===== config.mk =====
export PLATFORM = sky130hd
export DESIGN_NAME = vlan_tag_editor
export DESIGN_NICKNAME = d
export VERILOG_FILES = /design/src/rtl/vtag_pkg.sv /design/src/rtl/vtag_cfg_sel.sv /design/src/rtl/vtag_fifo.sv /design/src/rtl/vtag_ctrl.sv /design/src/rtl/vlan_tag_editor.sv
export SDC_FILE = /design/constraint.sdc
export NUM_CORES = 1
export LEC_CHECK = 0
export ABC_AREA = 1
export BUFFER_PORTS_ARGS = -buffer_cell sky130_fd_sc_hd__buf_2
export CORE_ASPECT_RATIO = 0.7
export CORE_MARGIN = 2
export CORE_UTILIZATION = 50
export CTS_BUF_LIST = sky130_fd_sc_hd__clkbuf_16
export DETAILED_ROUTE_END_ITERATION = 10
export GPL_TIMING_DRIVEN = 0
export PLACE_DENSITY = 0.76
export SLEW_MARGIN = 20
export SYNTH_ARGS = -nofsm -noshare
export SYNTH_HDL_FRONTEND = slang
export SYNTH_SLANG_ARGS = --single-unit

===== constraint.sdc =====
create_clock -name clk -period 3.2 [get_ports clk]
set_input_delay 0.64 -clock clk [delete_from_list [all_inputs] [get_ports clk]]
set_output_delay 0.64 -clock clk [all_outputs]
set_load 0.05 [all_outputs]

===== src/rtl/vtag_pkg.sv =====
package vtag_pkg;

    localparam int unsigned BYTE_W     = 8;
    // bytes that precede the type field (two 6-byte addresses)
    localparam int unsigned ADDR_BYTES = 12;
    localparam int unsigned TAG_BYTES  = 4;
    // held bytes: type field plus tag, or tag plus original type field
    localparam int unsigned HOLD_N     = TAG_BYTES + 2;
    localparam logic [15:0] TPID       = 16'h8100;

    typedef struct packed {
        logic              sop;
        logic              eop;
        logic [BYTE_W-1:0] data;
    } beat_t;

    typedef enum logic [1:0] {
        ST_HEAD,   // address bytes, passed through
        ST_GRAB,   // collecting type/tag bytes
        ST_EMIT,   // draining the hold buffer, input stalled
        ST_BODY    // remainder of frame, passed through
    } edit_state_e;

endpackage


===== src/rtl/vtag_cfg_sel.sv =====
module vtag_cfg_sel #(
    parameter int unsigned NPORT  = 9,
    parameter int unsigned PORT_W = 4
) (
    input  logic [PORT_W-1:0]     port_i,
    input  logic [NPORT-1:0]      add_en_i,
    input  logic [NPORT-1:0]      remove_en_i,
    input  logic [NPORT*16-1:0]   tag_i,
    output logic                  add_o,
    output logic                  remove_o,
    output logic [15:0]           tci_o
);

    logic [NPORT-1:0] hit;

    for (genvar p = 0; p < NPORT; p++) begin : g_port
        assign hit[p] = (port_i == PORT_W'(p));
    end

    always_comb begin
        add_o    = |(hit & add_en_i);
        remove_o = |(hit & remove_en_i);
        tci_o    = '0;
        for (int p = 0; p < NPORT; p++) begin
            if (hit[p]) begin
                tci_o = tag_i[p*16 +: 16];
            end
        end
    end

endmodule


===== src/rtl/vtag_fifo.sv =====
module vtag_fifo
    import vtag_pkg::*;
#(
    parameter int unsigned DEPTH = 4
) (
    input  logic  clk,
    input  logic  rst_n,
    input  logic  push_i,
    input  beat_t push_beat_i,
    output logic  full_o,
    input  logic  pop_i,
    output logic  valid_o,
    output beat_t head_o
);

    localparam int unsigned PTR_W = (DEPTH > 1) ? $clog2(DEPTH) : 1;
    localparam int unsigned CNT_W = $clog2(DEPTH + 1);

    typedef struct packed {
        beat_t [DEPTH-1:0] mem;
        logic  [PTR_W-1:0] wr;
        logic  [PTR_W-1:0] rd;
        logic  [CNT_W-1:0] cnt;
    } fifo_st_t;

    fifo_st_t s_d, s_q;
    logic     do_push, do_pop;

    assign full_o  = (s_q.cnt == CNT_W'(DEPTH));
    assign valid_o = (s_q.cnt != '0);
    assign head_o  = s_q.mem[s_q.rd];

    always_comb begin
        s_d     = s_q;
        do_push = push_i && !full_o;
        do_pop  = pop_i && valid_o;
        if (do_push) begin
            s_d.mem[s_q.wr] = push_beat_i;
            s_d.wr = (s_q.wr == PTR_W'(DEPTH - 1)) ? '0 : s_q.wr + PTR_W'(1);
        end
        if (do_pop) begin
            s_d.rd = (s_q.rd == PTR_W'(DEPTH - 1)) ? '0 : s_q.rd + PTR_W'(1);
        end
        s_d.cnt = s_q.cnt + CNT_W'(do_push) - CNT_W'(do_pop);
    end

    always_ff @(posedge clk or negedge rst_n) begin
        if (!rst_n) s_q <= '0;
        else        s_q <= s_d;
    end

endmodule


===== src/rtl/vtag_ctrl.sv =====
module vtag_ctrl
    import vtag_pkg::*;
#(
    parameter int unsigned PORT_W = 4
) (
    input  logic              clk,
    input  logic              rst_n,
    input  logic              in_valid_i,
    input  logic              in_sop_i,
    input  logic              in_eop_i,
    input  logic [BYTE_W-1:0] in_data_i,
    input  logic [PORT_W-1:0] in_port_i,
    output logic              in_ready_o,
    output logic [PORT_W-1:0] port_o,
    input  logic              add_en_i,
    input  logic              remove_en_i,
    input  logic [15:0]       tci_i,
    input  logic              fifo_full_i,
    output logic              push_o,
    output beat_t             push_beat_o
);

    localparam int unsigned IDX_W = $clog2(ADDR_BYTES);
    localparam int unsigned HW    = $clog2(HOLD_N + 1);

    typedef struct packed {
        edit_state_e                   st;
        logic [IDX_W-1:0]              idx;
        logic [PORT_W-1:0]             port;
        logic [HOLD_N-1:0][BYTE_W-1:0] hold;
        logic [HW-1:0]                 cnt;
        logic [HW-1:0]                 ptr;
        logic                          last;
    } ctrl_st_t;

    ctrl_st_t s_d, s_q;
    logic     tagged_now;
    logic     emit_last;

    assign port_o = s_q.port;

    always_comb begin
        s_d         = s_q;
        in_ready_o  = 1'b0;
        push_o      = 1'b0;
        push_beat_o = '0;
        tagged_now  = (s_q.hold[0] == TPID[15:8]) && (in_data_i == TPID[7:0]);
        emit_last   = (s_q.ptr == s_q.cnt - HW'(1));

        unique case (s_q.st)
            ST_HEAD: begin
                in_ready_o = !fifo_full_i;
                if (in_valid_i && !fifo_full_i) begin
                    push_o      = 1'b1;
                    push_beat_o = '{sop: in_sop_i, eop: in_eop_i, data: in_data_i};
                    if (in_sop_i) s_d.port = in_port_i;
                    if (in_eop_i) begin
                        s_d.idx = '0;
                    end else if (s_q.idx == IDX_W'(ADDR_BYTES - 1)) begin
                        s_d.idx = '0;
                        s_d.cnt = '0;
                        s_d.st  = ST_GRAB;
                    end else begin
                        s_d.idx = s_q.idx + IDX_W'(1);
                    end
                end
            end

            ST_GRAB: begin
                in_ready_o = 1'b1;
                if (in_valid_i) begin
                    s_d.hold[s_q.cnt] = in_data_i;
                    s_d.cnt  = s_q.cnt + HW'(1);
                    s_d.last = in_eop_i;
                    s_d.ptr  = '0;
                    if (s_q.cnt == HW'(1) && !tagged_now && add_en_i) begin
                        // tag type, tag value, then the original type bytes
                        s_d.hold = {in_data_i, s_q.hold[0], tci_i[7:0], tci_i[15:8],
                                    TPID[7:0], TPID[15:8]};
                        s_d.cnt  = HW'(HOLD_N);
                        s_d.st   = ST_EMIT;
                    end else if (in_eop_i) begin
                        s_d.st = ST_EMIT;
                    end else if (s_q.cnt == HW'(1) && !(tagged_now && remove_en_i)) begin
                        s_d.st = ST_EMIT;
                    end else if (s_q.cnt == HW'(TAG_BYTES - 1)) begin
                        // full tag collected with frame continuing: drop it
                        s_d.cnt = '0;
                        s_d.st  = ST_BODY;
                    end
                end
            end

            ST_EMIT: begin
                if (!fifo_full_i) begin
                    push_o      = 1'b1;
                    push_beat_o = '{sop: 1'b0, eop: s_q.last && emit_last,
                                    data: s_q.hold[s_q.ptr]};
                    if (emit_last) begin
                        s_d.ptr = '0;
                        s_d.cnt = '0;
                        s_d.st  = s_q.last ? ST_HEAD : ST_BODY;
                    end else begin
                        s_d.ptr = s_q.ptr + HW'(1);
                    end
                end
            end

            ST_BODY: begin
                in_ready_o = !fifo_full_i;
                if (in_valid_i && !fifo_full_i) begin
                    push_o      = 1'b1;
                    push_beat_o = '{sop: in_sop_i, eop: in_eop_i, data: in_data_i};
                    if (in_eop_i) s_d.st = ST_HEAD;
                end
            end

            default: s_d.st = ST_HEAD;
        endcase
    end

    always_ff @(posedge clk or negedge rst_n) begin
        if (!rst_n) s_q <= '{st: ST_HEAD, default: '0};
        else        s_q <= s_d;
    end

endmodule


===== src/rtl/vlan_tag_editor.sv =====
module vlan_tag_editor
    import vtag_pkg::*;
#(
    parameter int unsigned NPORT      = 9,
    parameter int unsigned PORT_W     = 4,
    parameter int unsigned FIFO_DEPTH = 4
) (
    input  logic                clk,
    input  logic                rst_n,
    input  logic                in_valid,
    input  logic                in_sop,
    input  logic                in_eop,
    input  logic [7:0]          in_data,
    input  logic [PORT_W-1:0]   in_port,
    output logic                in_ready,
    output logic                out_valid,
    output logic                out_sop,
    output logic                out_eop,
    output logic [7:0]          out_data,
    input  logic                out_ready,
    input  logic [NPORT-1:0]    cfg_add_en,
    input  logic [NPORT-1:0]    cfg_remove_en,
    input  logic [NPORT*16-1:0] cfg_tag
);

    logic [PORT_W-1:0] frame_port;
    logic              sel_add, sel_remove;
    logic [15:0]       sel_tci;
    logic              fifo_full, push;
    beat_t             push_beat, head;

    vtag_cfg_sel #(.NPORT(NPORT), .PORT_W(PORT_W)) i_cfg_sel (
        .port_i      (frame_port),
        .add_en_i    (cfg_add_en),
        .remove_en_i (cfg_remove_en),
        .tag_i       (cfg_tag),
        .add_o       (sel_add),
        .remove_o    (sel_remove),
        .tci_o       (sel_tci)
    );

    vtag_ctrl #(.PORT_W(PORT_W)) i_ctrl (
        .clk         (clk),
        .rst_n       (rst_n),
        .in_valid_i  (in_valid),
        .in_sop_i    (in_sop),
        .in_eop_i    (in_eop),
        .in_data_i   (in_data),
        .in_port_i   (in_port),
        .in_ready_o  (in_ready),
        .port_o      (frame_port),
        .add_en_i    (sel_add),
        .remove_en_i (sel_remove),
        .tci_i       (sel_tci),
        .fifo_full_i (fifo_full),
        .push_o      (push),
        .push_beat_o (push_beat)
    );

    vtag_fifo #(.DEPTH(FIFO_DEPTH)) i_fifo (
        .clk         (clk),
        .rst_n       (rst_n),
        .push_i      (push),
        .push_beat_i (push_beat),
        .full_o      (fifo_full),
        .pop_i       (out_ready),
        .valid_o     (out_valid),
        .head_o      (head)
    );

    assign out_sop  = head.sop;
    assign out_eop  = head.eop;
    assign out_data = head.data;

endmodule


Word level (Yosys, flattened, before mapping)
Index checks and enable logic that the tools add are counted.
W data, S select, Z words.
Storage, ports and cells
  bits in registers: 112
  bits of input ports: 180
  output and inout bits: 12
  logic and storage cells: 159
Operators by class
  $add $sub $neg: 8
  magnitude comparators: 6
  equality and inequality tests: 28
  mux-type cells: 59
  bitwise logic cells: 2
  reductions and logical operators: 29
Operator list (count)
  $mux W16: 9
  $bwmux W48: 1
  $mux W48: 1
  $bwmux W40: 1
  $mux W10: 4
  $mux W2: 14
  $mux W3: 9
  $bmux W8 S3: 1
  $demux W8 S3: 1
  $bmux W10 S2: 1
  $demux W10 S2: 1
  $pmux W10 S2: 1
  $and A9 B9 Y9: 2
  $reduce_or A9 Y1: 2
  $eq A4 B3 Y1 const B: 4
  $mux W8: 2
  $mux W4: 3
  $logic_and A1 B1 Y1: 11
  $mux W9: 1
  $pmux W3 S3: 1
  $reduce_and A9 Y1: 1
  $eq A2 B2 Y1 const B: 4
  $eq A4 B2 Y1 const B: 2
  $eq A4 B4 Y1 const B: 2
  other kinds (36): 53

Depth between registers and ports, before layout
  depth in word-level cells: 11
  gate-level depth with buffers: 15
  mapped depth without buffers: 15

Hierarchy
Synthesis repeated with hierarchy kept, for this count alone.
Second synthesis, totals
  cell total of the unflattened synthesis: 1122
  area total of the unflattened synthesis: 8045.2 µm²
By module, submodules not included
  vtag_ctrl: instances 1, cells an instance 517, area an instance 4041.4 µm², seq. area each 1626.6 µm²
  vtag_fifo: instances 1, cells an instance 299, area an instance 2489.9 µm², seq. area each 1176.1 µm²
  vtag_cfg_sel: instances 1, cells an instance 306, area an instance 1514.0 µm², seq. area each 0.0 µm²

Worst setup path after synthesis
No wires, ideal clock.
  path kind: register -> output
  start: register i_ctrl.s_q[64] (netlist bit)
  end: output in_ready
  arrival: 1767 ps
  data required time: 2560 ps
  setup slack: 793 ps
  cell stages (with the launch flop): 6
  buffers on the path: 1
  path through: dfrtp_1 > inv_1 > ha_1 > inv_1 > clkbuf_1 > a21oi_1
On the way
  cells in the longest elaborated chain, start to end: 3
  elaborated cells between the ends (all ways): 5
  classes of those cells: 2 x eq/ne; 1 x mux; 2 x reduce/logical
RTL lines
  start, declared: line vtag_ctrl.sv:36  | ctrl_st_t s_d, s_q;
  start signal, assigned: line vtag_ctrl.sv:123  | if (!rst_n) s_q <= '{st: ST_HEAD, default: '0};
  start signal, assigned: line vtag_ctrl.sv:124  | else s_q <= s_d;
  $eq A2 B2 Y1 or $logic_not A2 Y1 (tied branches): line vtag_ctrl.sv:50  | unique case (s_q.st)
  $reduce_or A2 Y1 (no source line)
  $pmux W1 S2 *: line vtag_ctrl.sv:50
  end, declared: line vlan_tag_editor.sv:15  | output logic in_ready,
Mark *: on every way between the ends. The rest lies on a longest branch, timed or not.

==> results.json <==
{
  "syn_to_final_growth_pct": 20.5,
  "slowest_delay_ns": 0.44,
  "dieArea_um2": 15600,
  "cp_data_arrival_time_ns": 3.20,
  "drive_above_1_share": 0.186,
  "grt_pass1_vias": 7375,
  "synth_seq_cells": 112,
  "tritoncts": "yes",
  "grt_max_degree": 60,
  "synth-compound-area-share": 0.151,
  "cts_resized": 0,
  "grt_use_total": 0.300,
  "final_util": 0.625,
  "root_buffer": "clkbuf_16",
  "ys_async_sr_fraction": 1.00,
  "num_vias": 8112,
  "drt-initial-drc-count": 826,
  "overflow": 0,
  "cp_max_fo": 9,
  "core_area_um2": 14100,
  "ant_nets": 0,
  "antenna_found_initial": 1,
  "grt_pass1_wl_um": 37300,
  "fmax_ghz": 0.338,
  "slew_viol_final": 0,
  "die_x_um": 149,
  "ys_seq_area_frac": 0.383,
  "io_pins": 192,
  "syn_inst": 1096,
  "p_leak_nw": 4.87,
  "die_height_um": 105,
  "critical_path_class": "reg2reg",
  "row_count": 36,
  "place_area_um2": 8550,
  "hold_viol_final": 0,
  "setup_viol": 0,
  "clkLatencyLatePin_ns": 0.35,
  "drt_first_pass_iters": 6,
  "synth-simple-area-share": 0.345,
  "cts_made_buffers": 9,
  "synth.yosys.warnings": 0,
  "yosys-mux-area-fraction": 0,
  "drt_drc_violations_left": 0,
  "cts.hold.buffers_added": 0,
  "clk_pin_slew_worst_paths_ns": 0.07,
  "critPathCaptureType": "flop",
  "htreeDepth": 3,
  "io_buffers": 191,
  "min-delay-path-class": "in2async",
  "path_cells": "inv_1 > ha_1 > inv_1 > o21ai_0 > nor2_2 > nand2_1 > nand2_1 > ha_1 > inv_1 > fa_1 > xor2_1",
  "clockBufferDepth": 2,
  "hpwl_um": 18400,
  "instances_no_fill": 1494,
  "critPathRequiredTime_ns": 3.44,
  "drv_cap": 0,
  "period_needed_ns": 2.96,
  "synth_flop_cell": "dfrtp_1",
  "synth.avg_cell_area_um2": 6.67,
  "yosysUniqueCellTypes": 38,
  "power_mw": 6.63,
  "critPathLaunchType": "flop",
  "initial_utilization": 0.519,
  "gp_routability_congestion": 0.971,
  "rsz0062_at_grt": "false",
  "crit_top_cell": "inv_1",
  "powerDensity_nw_per_um2": 752,
  "setup_tns_ns": 0,
  "avgRoutedWirePerCell_um": 15.4,
  "relSlewSlack": 0.415,
  "viasPerCell": 5.43,
  "finClkSkew_ns": 0.00915,
  "syn_area_um2": 7320,
  "drt-total-wl_um": 23100,
  "worst_slew_pin_slew_ns": 0.871,
  "layout.nets": 1499,
  "fin_crit_sh": 0.926,
  "ir_drop_mv": 0.530,
  "cts.sinks": 112,
  "cts_setup_buffers": 0,
  "synth_edf_count": 0,
  "synthAdderAreaFrac": 0.0352,
  "status": "finished, final reports clean",
  "synth_nets": 1296,
  "dp_cells": 1478,
  "slowest_stage": "dfrtp_1",
  "yosys.area_share.xor_xnor": 0.00838,
  "final_area_um2": 8810,
  "synth_top_family_by_area": "simple AND/OR/NAND/NOR gates"
}
==> metal layers <==
layer  GRT usage  vias up  part of all wire
met2       0.413      375              0.40
li1            -     3959                 -
met5           0        -                 0
met4      0.0592        0             0.012
met1       0.471     3747              0.48
met3      0.0755       31              0.11
==> report_power, final <==
part | switching [mW] | leakage [nW] | internal, mW
Combinational | 2.43 | 3.32 | 1.04
Sequential | 0.280 | 1.42 | 1.85
Clock | 0.507 | 0.131 | 0.520
Total | 3.22 | 4.87 | 3.41
==> per-stage QoR <==
step	hold WS, ns	worst slack [ns]
after floorplan	0.344	0.793
final	0.233	0.237
after CTS	0.255	0.105
after detailed placement	0.460	0.129
after global placement	0.458	0.164
after global routing	0.265	0.100
==> worst paths after layout <==
path / cells after the start / slack (ns) / from / end
setup / recovery: 11 / 0.24 / i_ctrl.s_q[63] / i_fifo.s_q[2]
hold reg to reg: 2 / 0.48 / i_fifo.s_q[18] / i_fifo.s_q[18]
min in group clk: 2 / 0.48 / i_fifo.s_q[18] / i_fifo.s_q[18]
max in group asynchronous: 2 / 2.29 / rst_n / i_ctrl.s_q[4]
setup reg to reg: 11 / 0.24 / i_ctrl.s_q[63] / i_fifo.s_q[2]
hold / removal: 1 / 0.23 / rst_n / i_ctrl.s_q[32]
==> synthesized netlist by cell type (all sizes together), types with 2 or more instances <==
cell type / instances / share of area
a21oi: 74 / 0.053
and2: 3 / 0.0026
buf: 17 / 0.013
clkbuf: 26 / 0.013
clkinv: 5 / 0.0026
dfrtp: 112 / 0.38
ha: 19 / 0.032
inv: 93 / 0.048
nand2: 391 / 0.20
nand3: 83 / 0.057
nand3b: 2 / 0.0021
nand4: 17 / 0.015
nor2: 107 / 0.057
nor3: 8 / 0.0068
o21ai: 94 / 0.069
o22ai: 32 / 0.027
or2: 2 / 0.0017
xnor2: 3 / 0.0036
xor2: 4 / 0.0048
==> placed cells by master, fill, tap and decap left out, types with 3 or more instances in the layout <==
| cell type | instances |
|---|---|
| nor2_2 | 4 |
| o21ai_1 | 13 |
| inv_1 | 88 |
| buf_2 | 202 |
| o22ai_1 | 32 |
| xor2_1 | 4 |
| clkinv_1 | 7 |
| clkbuf_16 | 9 |
| nand3_1 | 82 |
| ha_1 | 19 |
| nor3_2 | 3 |
| nand2_1 | 390 |
| o21ai_0 | 78 |
| inv_2 | 4 |
| a21oi_1 | 72 |
| nand4_1 | 17 |
| nor3_1 | 5 |
| o21ai_4 | 3 |
| nor2_1 | 102 |
| xnor2_1 | 3 |
| clkbuf_1 | 26 |
| buf_4 | 3 |
| dfrtp_1 | 112 |
==> sequential cells by signal, summed over array words and instances, names as in the netlist <==
name / cells
i_ctrl.port_o: 4
i_fifo.s_q: 47
i_ctrl.s_q: 61
==> worst max-delay path: cells and delay by family, from the launching register on <==
kind	cells	cell delay, ns
xor gates and xnor gates	1	0.17
adders and majority gates	3	0.94
buffers and inverters	3	0.23
and+or+nand+nor	3	0.94
DFF	1	0.44
AOI/OAI and AO/OA	1	0.13
==> cell type report <==
class                   instances  area, um^2
diodes                          1        2.50
well taps                     190         238
flip-flops and latches        112        2800
repair buffers                192         990
plain buffers                  43         195
inverters                      98         370
clock buffers                   9         225
multi-input cells             843        3960
clock inverters                 6        35.0
fillers                      1348        5290
==> cell families (layout without fill, tap and decap cells) <==
group / count (synthesis) / count (layout)
AO/OA/AOI/OAI: 202 / 202
XOR/XNOR: 7 / 7
adder cells (fa/ha/maj): 20 / 20
other: 0 / 1
buffers and inverters: 141 / 348
AND/OR/NAND/NOR: 614 / 614
flip-flops: 112 / 112
(Power assumes the default switching activity.)
